===== config.mk =====
export PLATFORM = sky130hd
export DESIGN_NAME = sysret_observer
export DESIGN_NICKNAME = d
export VERILOG_FILES = /design/src/rtl/sysobs_pkg.sv /design/src/rtl/sysobs_match.sv /design/src/rtl/sysobs_entry.sv /design/src/rtl/sysobs_first_miss.sv /design/src/rtl/sysret_observer.sv
export SDC_FILE = /design/constraint.sdc
export NUM_CORES = 2
export LEC_CHECK = 0
export BUFFER_PORTS_ARGS = -buffer_cell sky130_fd_sc_hd__buf_2
export CAP_MARGIN = 15
export CORE_UTILIZATION = 45
export DETAILED_ROUTE_END_ITERATION = 16
export PLACE_DENSITY = 0.67
export SLEW_MARGIN = 15
export SYNTH_ARGS = -nofsm -noshare
export SYNTH_HDL_FRONTEND = slang
export SYNTH_SLANG_ARGS = --single-unit

===== constraint.sdc =====
create_clock -name clk -period 6.69 [get_ports clk]
set_clock_uncertainty 0.2 [all_clocks]
set_input_delay 1.338 -clock clk [delete_from_list [all_inputs] [get_ports clk]]
set_output_delay 1.338 -clock clk [all_outputs]
set_load 0.02 [all_outputs]

===== src/rtl/sysobs_pkg.sv =====
package sysobs_pkg;
    localparam int OBS_XLEN      = 32;
    localparam int OBS_CNT_W     = 16;
    localparam int OBS_MAX_WATCH = 8;
    localparam int OBS_IDX_W     = $clog2(OBS_MAX_WATCH);
    localparam int OBS_REG_W     = 5;
    localparam int OBS_V0_REG    = 2;

    typedef struct packed {
        logic                  seen;
        logic [OBS_CNT_W-1:0]  cnt;
        logic [OBS_XLEN-1:0]   pc;
        logic [OBS_XLEN-1:0]   a0;
        logic [OBS_XLEN-1:0]   a1;
        logic [OBS_XLEN-1:0]   a2;
        logic [OBS_XLEN-1:0]   a3;
        logic [OBS_XLEN-1:0]   v0;
    } obs_rec_t;

    typedef enum logic [1:0] {
        ST_EMPTY     = 2'd0,
        ST_AWAIT_RET = 2'd1,
        ST_CAPTURED  = 2'd2
    } ent_state_t;

    typedef enum logic {
        ST_MISS_IDLE = 1'b0,
        ST_MISS_HELD = 1'b1
    } miss_state_t;
endpackage


===== src/rtl/sysobs_match.sv =====
module sysobs_match
    import sysobs_pkg::*;
#(
    parameter int                                   NUM_WATCH  = 6,
    parameter logic [OBS_MAX_WATCH*OBS_XLEN-1:0]    WATCH_LIST = '0
) (
    input  logic [OBS_XLEN-1:0]      v1,
    output logic [OBS_MAX_WATCH-1:0] match,
    output logic                     any_match
);
    for (genvar i = 0; i < OBS_MAX_WATCH; i++) begin : g_cmp
        if (i < NUM_WATCH) begin : g_live
            assign match[i] = (v1 == WATCH_LIST[i*OBS_XLEN +: OBS_XLEN]);
        end else begin : g_off
            assign match[i] = 1'b0;
        end
    end
    assign any_match = |match;
endmodule


===== src/rtl/sysobs_entry.sv =====
module sysobs_entry
    import sysobs_pkg::*;
(
    input  logic                 clk,
    input  logic                 rst_n,
    input  logic                 clr,
    input  logic                 hit,
    input  logic [OBS_XLEN-1:0]  pc,
    input  logic [OBS_XLEN-1:0]  a0,
    input  logic [OBS_XLEN-1:0]  a1,
    input  logic [OBS_XLEN-1:0]  a2,
    input  logic [OBS_XLEN-1:0]  a3,
    input  logic                 wb_v0,
    input  logic [OBS_XLEN-1:0]  wb_data,
    output obs_rec_t             rec
);
    localparam logic [OBS_CNT_W-1:0] CNT_MAX = '1;

    ent_state_t state_q, state_d;

    always_comb begin
        state_d = state_q;
        unique case (state_q)
            ST_EMPTY:     if (hit) state_d = wb_v0 ? ST_CAPTURED : ST_AWAIT_RET;
            ST_AWAIT_RET: if (wb_v0) state_d = ST_CAPTURED;
            ST_CAPTURED:  state_d = ST_CAPTURED;
            default:      state_d = ST_EMPTY;
        endcase
    end

    always_ff @(posedge clk or negedge rst_n) begin
        if (!rst_n)   state_q <= ST_EMPTY;
        else if (clr) state_q <= ST_EMPTY;
        else          state_q <= state_d;
    end

    always_ff @(posedge clk or negedge rst_n) begin
        if (!rst_n) begin
            rec <= '0;
        end else if (clr) begin
            rec <= '0;
        end else begin
            if (hit) begin
                rec.seen <= 1'b1;
                if (rec.cnt != CNT_MAX) rec.cnt <= rec.cnt + 1'b1;
            end
            if (hit && state_q == ST_EMPTY) begin
                rec.pc <= pc;
                rec.a0 <= a0;
                rec.a1 <= a1;
                rec.a2 <= a2;
                rec.a3 <= a3;
                if (wb_v0) rec.v0 <= wb_data;
            end
            if (state_q == ST_AWAIT_RET && wb_v0) rec.v0 <= wb_data;
        end
    end

    assert_cnt_monotonic_R4: assert property (@(posedge clk) disable iff (!rst_n)
        !clr |=> rec.cnt >= $past(rec.cnt));
    assert_snapshot_hold_R3: assert property (@(posedge clk) disable iff (!rst_n)
        (rec.seen && !clr) |=> ($stable(rec.pc) && $stable(rec.a0) && $stable(rec.a1)
                                && $stable(rec.a2) && $stable(rec.a3)));
    assert_v0_frozen_R6: assert property (@(posedge clk) disable iff (!rst_n)
        (state_q == ST_CAPTURED && !clr) |=> $stable(rec.v0));
    assert_clear_empties_R9: assert property (@(posedge clk) disable iff (!rst_n)
        clr |=> (!rec.seen && rec.cnt == '0));
endmodule


===== src/rtl/sysobs_first_miss.sv =====
module sysobs_first_miss
    import sysobs_pkg::*;
(
    input  logic                clk,
    input  logic                rst_n,
    input  logic                clr,
    input  logic                miss,
    input  logic [OBS_XLEN-1:0] pc,
    input  logic [OBS_XLEN-1:0] num,
    output logic                held,
    output logic [OBS_XLEN-1:0] held_pc,
    output logic [OBS_XLEN-1:0] held_num
);
    miss_state_t state_q, state_d;

    always_comb begin
        state_d = state_q;
        unique case (state_q)
            ST_MISS_IDLE: if (miss) state_d = ST_MISS_HELD;
            ST_MISS_HELD: state_d = ST_MISS_HELD;
            default:      state_d = ST_MISS_IDLE;
        endcase
    end

    always_ff @(posedge clk or negedge rst_n) begin
        if (!rst_n)   state_q <= ST_MISS_IDLE;
        else if (clr) state_q <= ST_MISS_IDLE;
        else          state_q <= state_d;
    end

    always_ff @(posedge clk or negedge rst_n) begin
        if (!rst_n) begin
            held_pc  <= '0;
            held_num <= '0;
        end else if (clr) begin
            held_pc  <= '0;
            held_num <= '0;
        end else if (state_q == ST_MISS_IDLE && miss) begin
            held_pc  <= pc;
            held_num <= num;
        end
    end

    assign held = (state_q == ST_MISS_HELD);

    assert_first_miss_hold_R8: assert property (@(posedge clk) disable iff (!rst_n)
        (held && !clr) |=> ($stable(held_pc) && $stable(held_num) && held));
endmodule


===== src/rtl/sysret_observer.sv =====
module sysret_observer
    import sysobs_pkg::*;
#(
    parameter int                                NUM_WATCH  = 6,
    parameter logic [OBS_MAX_WATCH*OBS_XLEN-1:0] WATCH_LIST = {
        32'h0, 32'h0, 32'h12, 32'h78, 32'h64, 32'h40, 32'h3D, 32'h3C}
) (
    input  logic                  clk,
    input  logic                  rst_n,
    input  logic                  clr,
    input  logic                  ret_valid,
    input  logic                  ret_is_sys,
    input  logic [OBS_XLEN-1:0]   ret_pc,
    input  logic [OBS_XLEN-1:0]   ret_v1,
    input  logic [OBS_XLEN-1:0]   ret_a0,
    input  logic [OBS_XLEN-1:0]   ret_a1,
    input  logic [OBS_XLEN-1:0]   ret_a2,
    input  logic [OBS_XLEN-1:0]   ret_a3,
    input  logic                  wb_en,
    input  logic [OBS_REG_W-1:0]  wb_addr,
    input  logic [OBS_XLEN-1:0]   wb_data,
    input  logic [OBS_IDX_W-1:0]  rd_idx,
    output logic                  rd_seen,
    output logic [OBS_CNT_W-1:0]  rd_count,
    output logic [OBS_XLEN-1:0]   rd_pc,
    output logic [OBS_XLEN-1:0]   rd_a0,
    output logic [OBS_XLEN-1:0]   rd_a1,
    output logic [OBS_XLEN-1:0]   rd_a2,
    output logic [OBS_XLEN-1:0]   rd_a3,
    output logic [OBS_XLEN-1:0]   rd_v0,
    output logic                  unh_seen,
    output logic [OBS_XLEN-1:0]   unh_pc,
    output logic [OBS_XLEN-1:0]   unh_num
);
    logic                     fire;
    logic                     wb_v0;
    logic [OBS_MAX_WATCH-1:0] match;
    logic                     any_match;
    logic [OBS_MAX_WATCH-1:0] hit;
    obs_rec_t                 recs [OBS_MAX_WATCH];
    obs_rec_t                 sel;
    logic [OBS_MAX_WATCH*OBS_CNT_W-1:0] cnt_all;

    assign fire  = ret_valid && ret_is_sys;
    assign wb_v0 = wb_en && (wb_addr == OBS_REG_W'(OBS_V0_REG));

    sysobs_match #(.NUM_WATCH(NUM_WATCH), .WATCH_LIST(WATCH_LIST)) u_match (
        .v1(ret_v1), .match(match), .any_match(any_match));

    for (genvar i = 0; i < OBS_MAX_WATCH; i++) begin : g_ent
        assign hit[i] = fire && match[i];
        assign cnt_all[i*OBS_CNT_W +: OBS_CNT_W] = recs[i].cnt;
        if (i < NUM_WATCH) begin : g_live
            sysobs_entry u_entry (
                .clk(clk), .rst_n(rst_n), .clr(clr), .hit(hit[i]),
                .pc(ret_pc), .a0(ret_a0), .a1(ret_a1), .a2(ret_a2), .a3(ret_a3),
                .wb_v0(wb_v0), .wb_data(wb_data), .rec(recs[i]));
        end else begin : g_off
            assign recs[i] = '0;
        end
    end

    sysobs_first_miss u_miss (
        .clk(clk), .rst_n(rst_n), .clr(clr), .miss(fire && !any_match),
        .pc(ret_pc), .num(ret_v1),
        .held(unh_seen), .held_pc(unh_pc), .held_num(unh_num));

    assign sel      = (int'(rd_idx) < NUM_WATCH) ? recs[rd_idx] : '0;
    assign rd_seen  = sel.seen;
    assign rd_count = sel.cnt;
    assign rd_pc    = sel.pc;
    assign rd_a0    = sel.a0;
    assign rd_a1    = sel.a1;
    assign rd_a2    = sel.a2;
    assign rd_a3    = sel.a3;
    assign rd_v0    = sel.v0;

    assert_single_hit_R1: assert property (@(posedge clk) disable iff (!rst_n)
        $onehot0(hit));
    assert_idle_no_count_R1: assert property (@(posedge clk) disable iff (!rst_n)
        (!fire && !clr) |=> $stable(cnt_all));
endmodule


# Yosys cells after proc, flatten, opt, wreduce, memory -nomap -nowiden

Cells that the tools add are included.

Bits in registers: 1331
Latch bits: 0
Memory bits (writable): 0
Memory bits (read-only): 0
Output and inout port bits: 274
Word-level logic and storage cells: 245
Memories kept: 0

Add/subtract/negate cells: 6
Multipliers: 0
Divide/modulo/power cells: 0
Order comparisons: 2
Equality and inequality tests: 37
Shifts and indexed selects: 0
Multiplexer cells: 62
Bitwise gates (word level): 2
Reduce and logical (&&, ||, !) cells: 79

Operators by type and width:

| operator                                              | count |
|---|---|
| two-way mux 209 bit                                   | 9 |
| two-way mux 192 bit                                   | 6 |
| binary-select mux 209 bit (select 3 bit)              | 1 |
| two-way mux 32 bit                                    | 11 |
| two-way mux 17 bit                                    | 6 |
| adder 16 x 1 -> 16 bit, second input constant         | 6 |
| == test 32 x 7 -> 1 bit, second input constant        | 3 |
| two-way mux 16 bit                                    | 6 |
| inequality test 16 bit, second input constant         | 6 |
| == test 32 x 6 -> 1 bit, second input constant        | 2 |
| nonzero test 2 bit                                    | 19 |
| case mux 2 bit (3 select lines)                       | 6 |
| AND reduction 2 bit                                   | 18 |
| nonzero test 3 bit                                    | 12 |
| == test 32 x 5 -> 1 bit, second input constant        | 1 |
| two-way mux 2 bit                                     | 14 |
| logical AND 1 bit                                     | 22 |
| inequality test 3 x 2 -> 1 bit, second input constant | 7 |
| inequality test 3 bit, second input constant          | 5 |
| == test 2 x 1 -> 1 bit, second input constant         | 6 |
| == test 2 bit, second input constant                  | 6 |
| logical NOT 2 bit                                     | 6 |
| OR reduction 6 bit                                    | 1 |
| == test 5 x 2 -> 1 bit, second input constant         | 1 |
| 7 further kinds                                       | 8 |

# Longest topological paths before layout

Depth in word-level cells: 7
Mapped depth: 10

# Modules after synthesis

A second synthesis with hierarchy kept.

Cells, all modules: 7039
Area total of the unflattened synthesis: 66496.3 um^2

Modules (own cells, without submodules):

| module                                      | instances | cells an instance | area an instance (um^2) | sequential area each (um^2) |
|---|---|---|---|---|
| sysobs_entry at g_ent[2].g_live.u_entry ... | 4         | 920               | 8793.4                  | 5280.1 |
| sysobs_entry at g_ent[0].g_live.u_entry ... | 2         | 917               | 8728.4                  | 5280.1 |
| sysret_observer                             | 1         | 1198              | 10153.5                 | 0.0 |
| sysobs_first_miss                           | 1         | 295               | 3495.9                  | 1626.6 |
| sysobs_match                                | 1         | 32                | 216.5                   | 0.0 |

# Worst setup path before layout

No wires, ideal clock.

Path kind: input to output
Start: input rd_idx[0]
End: output rd_a0[0]
Arrival: 3196 ps
Data required time: 5152 ps
Path slack: 1956 ps
Stages: 7
Path through: clkbuf_1 -> buf_2 -> buf_2 -> clkbuf_1 -> buf_1 -> mux2i_1 -> o22ai_1

Word-level cells in the longest chain between the ends: 5
Elaborated cells between the ends (all ways): 6
Those cells by class: 1 x order compare; 4 x mux; 1 x bitwise

RTL lines:

| item                                                    | RTL line              | source |
|---|---|---|
| start, declared                                         | sysret_observer.sv:22 | `input logic [OBS_IDX_W-1:0] rd_idx,` |
| NOT 3 -> 4 bit (implied by the code)                    | sysret_observer.sv:68 | `assign sel = (int'(rd_idx) < NUM_WATCH) ? recs[rd_idx] : '0;` |
| binary-select mux 209 bit (select 3 bit)                | sysret_observer.sv:68 |  |
| two-way mux 209 bit (implied by the code) (2 in series) | sysret_observer.sv:68 |  |
| two-way mux 209 bit *                                   | sysret_observer.sv:68 |  |
| end, declared                                           | sysret_observer.sv:26 | `output logic [OBS_XLEN-1:0] rd_a0,` |

Every way passes the cells marked *; elsewhere a longest branch is shown, timed or not. The select of a mux whose other input is x is not followed.

# Worst setup path in the final report

Start: input rd_idx[0]
End: output rd_pc[7]

Word-level cells in the longest chain between the ends: 5
Elaborated cells between the ends (all ways): 6
Those cells by class: 1 x order compare; 4 x mux; 1 x bitwise

RTL lines:

| item                                                    | RTL line              | source |
|---|---|---|
| NOT 3 -> 4 bit (implied by the code)                    | sysret_observer.sv:68 |  |
| binary-select mux 209 bit (select 3 bit)                | sysret_observer.sv:68 |  |
| two-way mux 209 bit (implied by the code) (2 in series) | sysret_observer.sv:68 |  |
| two-way mux 209 bit *                                   | sysret_observer.sv:68 |  |
| end, declared                                           | sysret_observer.sv:25 | `output logic [OBS_XLEN-1:0] rd_pc,` |

Marked as above.

==> metrics.txt <==
P_leak about 32 nW; Initial DRC Count 4105; GRT Overall Usage 26.6%; cts hold-fix bufs 0; Yosys warning total 0; actual slew at the worst max-slew pin 1.33 ns; post-layout util 52.1%; final worst path period need 5.08 ns; Req. time, crit path roughly 5.2 ns; Crit. End Element primary output; crit path cell chain buf_8 > buf_4 > mux4_2 > inv_1 > o22ai_1 > buf_2; sequential element share of the synthesized area between 50 and 60%; Gate Count Post-Synth between 6000 and 7000; initial antenna violation count 44; chip height 373 µm; Via density 5.74; IO Port Bufs roughly 510; Max Buffers Root-to-Sink 3; RSZ-0062 raised after global routing false; async set-or-reset flop fraction in the synthesized netlist 100%; GRT Residual Overflow 0; crit-path max FO 65; residual DRC count 0; Slew Viols, Final 0; Avg WL per Cell 21.8 µm; final setup fails 0; Max Cap Violations 0; DR pass1 iterations 6; largest net degree at the start of global routing 203; share of cells above drive strength 1 between 10% and 20%; status completed; Crit path buffers/inverters 4; nets@finish 6856; Post-Syn Area per Cell 9.80 µm²; fillcell total 12100; vias in the first global route 49600; initial core utilization 45.6%; top achievable clock speed 197 MHz; Final HPWL DP roughly 110 mm; post-synthesis register bit count around 1300; Vias 48800; critical path class input port to primary output; WL final 185 mm; Post-synth EDFFs 0; setup TNS 0 ns; CP max stage cell buf_8; CP startpoint kind input port; root buf cell clkbuf_16; Core Footprint 136000 µm²; first-pass GRT wire length 291 mm; most common flop cell mapped by yosys dfrtp_1; Rows 135; Hold Path Class flip-flop to flip-flop; critical path arrival 3.54 ns; area taken by multi-input logic gates 25900 µm²; Num Clock Sinks 1331; Post-Synthesis Cell Area a little over 60000 µm²; Die ar. approximately 140000 µm²; total power 18.0 mW; most numerous cell in the Yosys netlist nand2_1; Die Wd 373 µm; share of the synthesized area in the top cell type 53.8%; Clk Latency, worst-skew pair 0.78 ns; delay-heaviest family, CP buffers and inverters; Post-CTS Setup Inserts 0; Slew headroom 11.5%; DP Cell Count 8227; post_cts resized 0; synthesis-to-layout area growth 14.4%; IR drop worst, VDD 285 µV; H-tree levels 4; CP peak stage delay 0.67 ns; DRT antenna net count 0; sequential cell area about 33000 µm²; CTS clock-pin slew for the worst setup and hold paths 0.05 ns; Synth area leaders dfrtp_1 (54%), nand2_1 (11%), mux4_2 (7.6%); Yosys top cell by area dfrtp_1; CTS tree built; Inserted Clock Buffers 146; fin cells 8502; Unique masters post-synth 64; Final Hold Viols 0; GPL Wtd Cong 0.853; top cells by count, synth nand2_1 (1771), dfrtp_1 (1331), a21oi_1 (535), o21ai_0 (502), clkbuf_1 (363); pwr dens 254 nW/µm²; IO Count 512; Tcrit/Tclk final 75.9%; Mapped Nets 6582
-- layout make-up --
class	instances	area share (%)
clock buffer	219	6.11
clock inverter	34	0.547
tap	1781	3.14
inverter	234	1.25
antenna	22	0.0777
multi-input combinational	4266	36.5
sequential	1331	47.0
timing repair buffer	615	5.35
-- final timing paths --
check                                                        start                               end  slack, ns  depth (start not counted)
max in group asynchronous                                    rst_n   g_ent[0].g_live.u_entry.rec[94]       4.21                          2
min in group asynchronous                                    rst_n   g_ent[2].g_live.u_entry.rec[13]       0.40                          1
worst min register to register    g_ent[5].g_live.u_entry.rec[102]  g_ent[5].g_live.u_entry.rec[102]       0.27                          2
worst max register to register  g_ent[1].g_live.u_entry.state_q[0]  g_ent[1].g_live.u_entry.rec[156]       3.60                          9
worst min-delay path              g_ent[5].g_live.u_entry.rec[102]  g_ent[5].g_live.u_entry.rec[102]       0.27                          2
worst max-delay path                                     rd_idx[0]                          rd_pc[7]       1.61                          6
-- tightest hold or removal path, cell delays in order, from the launching register on --
cell     delay (ns)
dfrtp_1        0.33
nand2_1        0.04
o21ai_0        0.06
-- per-stage QoR --
step	instance area, µm²	hold WS [ns]	setup slack [ns]
3_3_place_gp	66100	0.256	1.55
6_report	70900	0.272	1.61
2_1_floorplan	62000	0.245	1.96
4_1_cts	70800	0.278	1.62
3_5_place_dp	66100	0.265	1.51
5_1_grt	70900	0.293	1.52
-- layer usage --
| layer | wire [µm] | GRT usage (%) |
|---|---|---|
| met1 | 77500 | 35.8 |
| met2 | 87000 | 42.2 |
| met3 | 14200 | 5.94 |
| met4 | 6280 | 9.93 |
| met5 | 253 | 0 |
-- registers in the layout (all words and copies together) (netlist names) --
| signal | cells |
|---|---|
| g_ent.g_live.u_entry.rec | 1254 |
| g_ent.g_live.u_entry.state_q | 12 |
| u_miss.held_num | 32 |
| u_miss.held_pc | 32 |
| u_miss.held | 1 |
-- kinds of logic (layout without fill, tap and decap cells) --
group,Yosys count,in the layout,synth area share [%]
AOI/OAI and AO/OA,1391,1391,12.4
xor gates and xnor gates,85,85,1.20
adders and majority gates,24,24,0.485
buffers and inverters,723,1102,4.68
DFF,1331,1331,53.8
muxes,550,550,13.1
other,0,22,0
and+or+nand+nor,2216,2216,14.4
-- layout by cell type (no fill, tap or decap), drive strengths merged, types with 12 or more instances in the layout --
cell	netlist	routed
buf	126	614
nand3	49	49
nor4	17	17
dfrtp	1331	1331
and2	15	15
nand2	1771	1771
mux2i	341	341
mux4	209	209
diode	0	22
a22o	66	66
and3	34	34
o22ai	210	210
inv	234	240
xor2	73	73
o21ai	529	529
ha	24	24
nor2	250	250
nand4	26	26
a21oi	535	535
clkbuf	363	220
clkinv	0	23
xnor2	12	12
-- report_power, final --
group | switching (mW) | leakage, nW | internal [mW]
logic | 1.07 | 11.5 | 0.491
registers | 0.135 | 18.1 | 8.32
clock network | 3.33 | 2.33 | 4.66
Power figures use the tool's default switching activity.
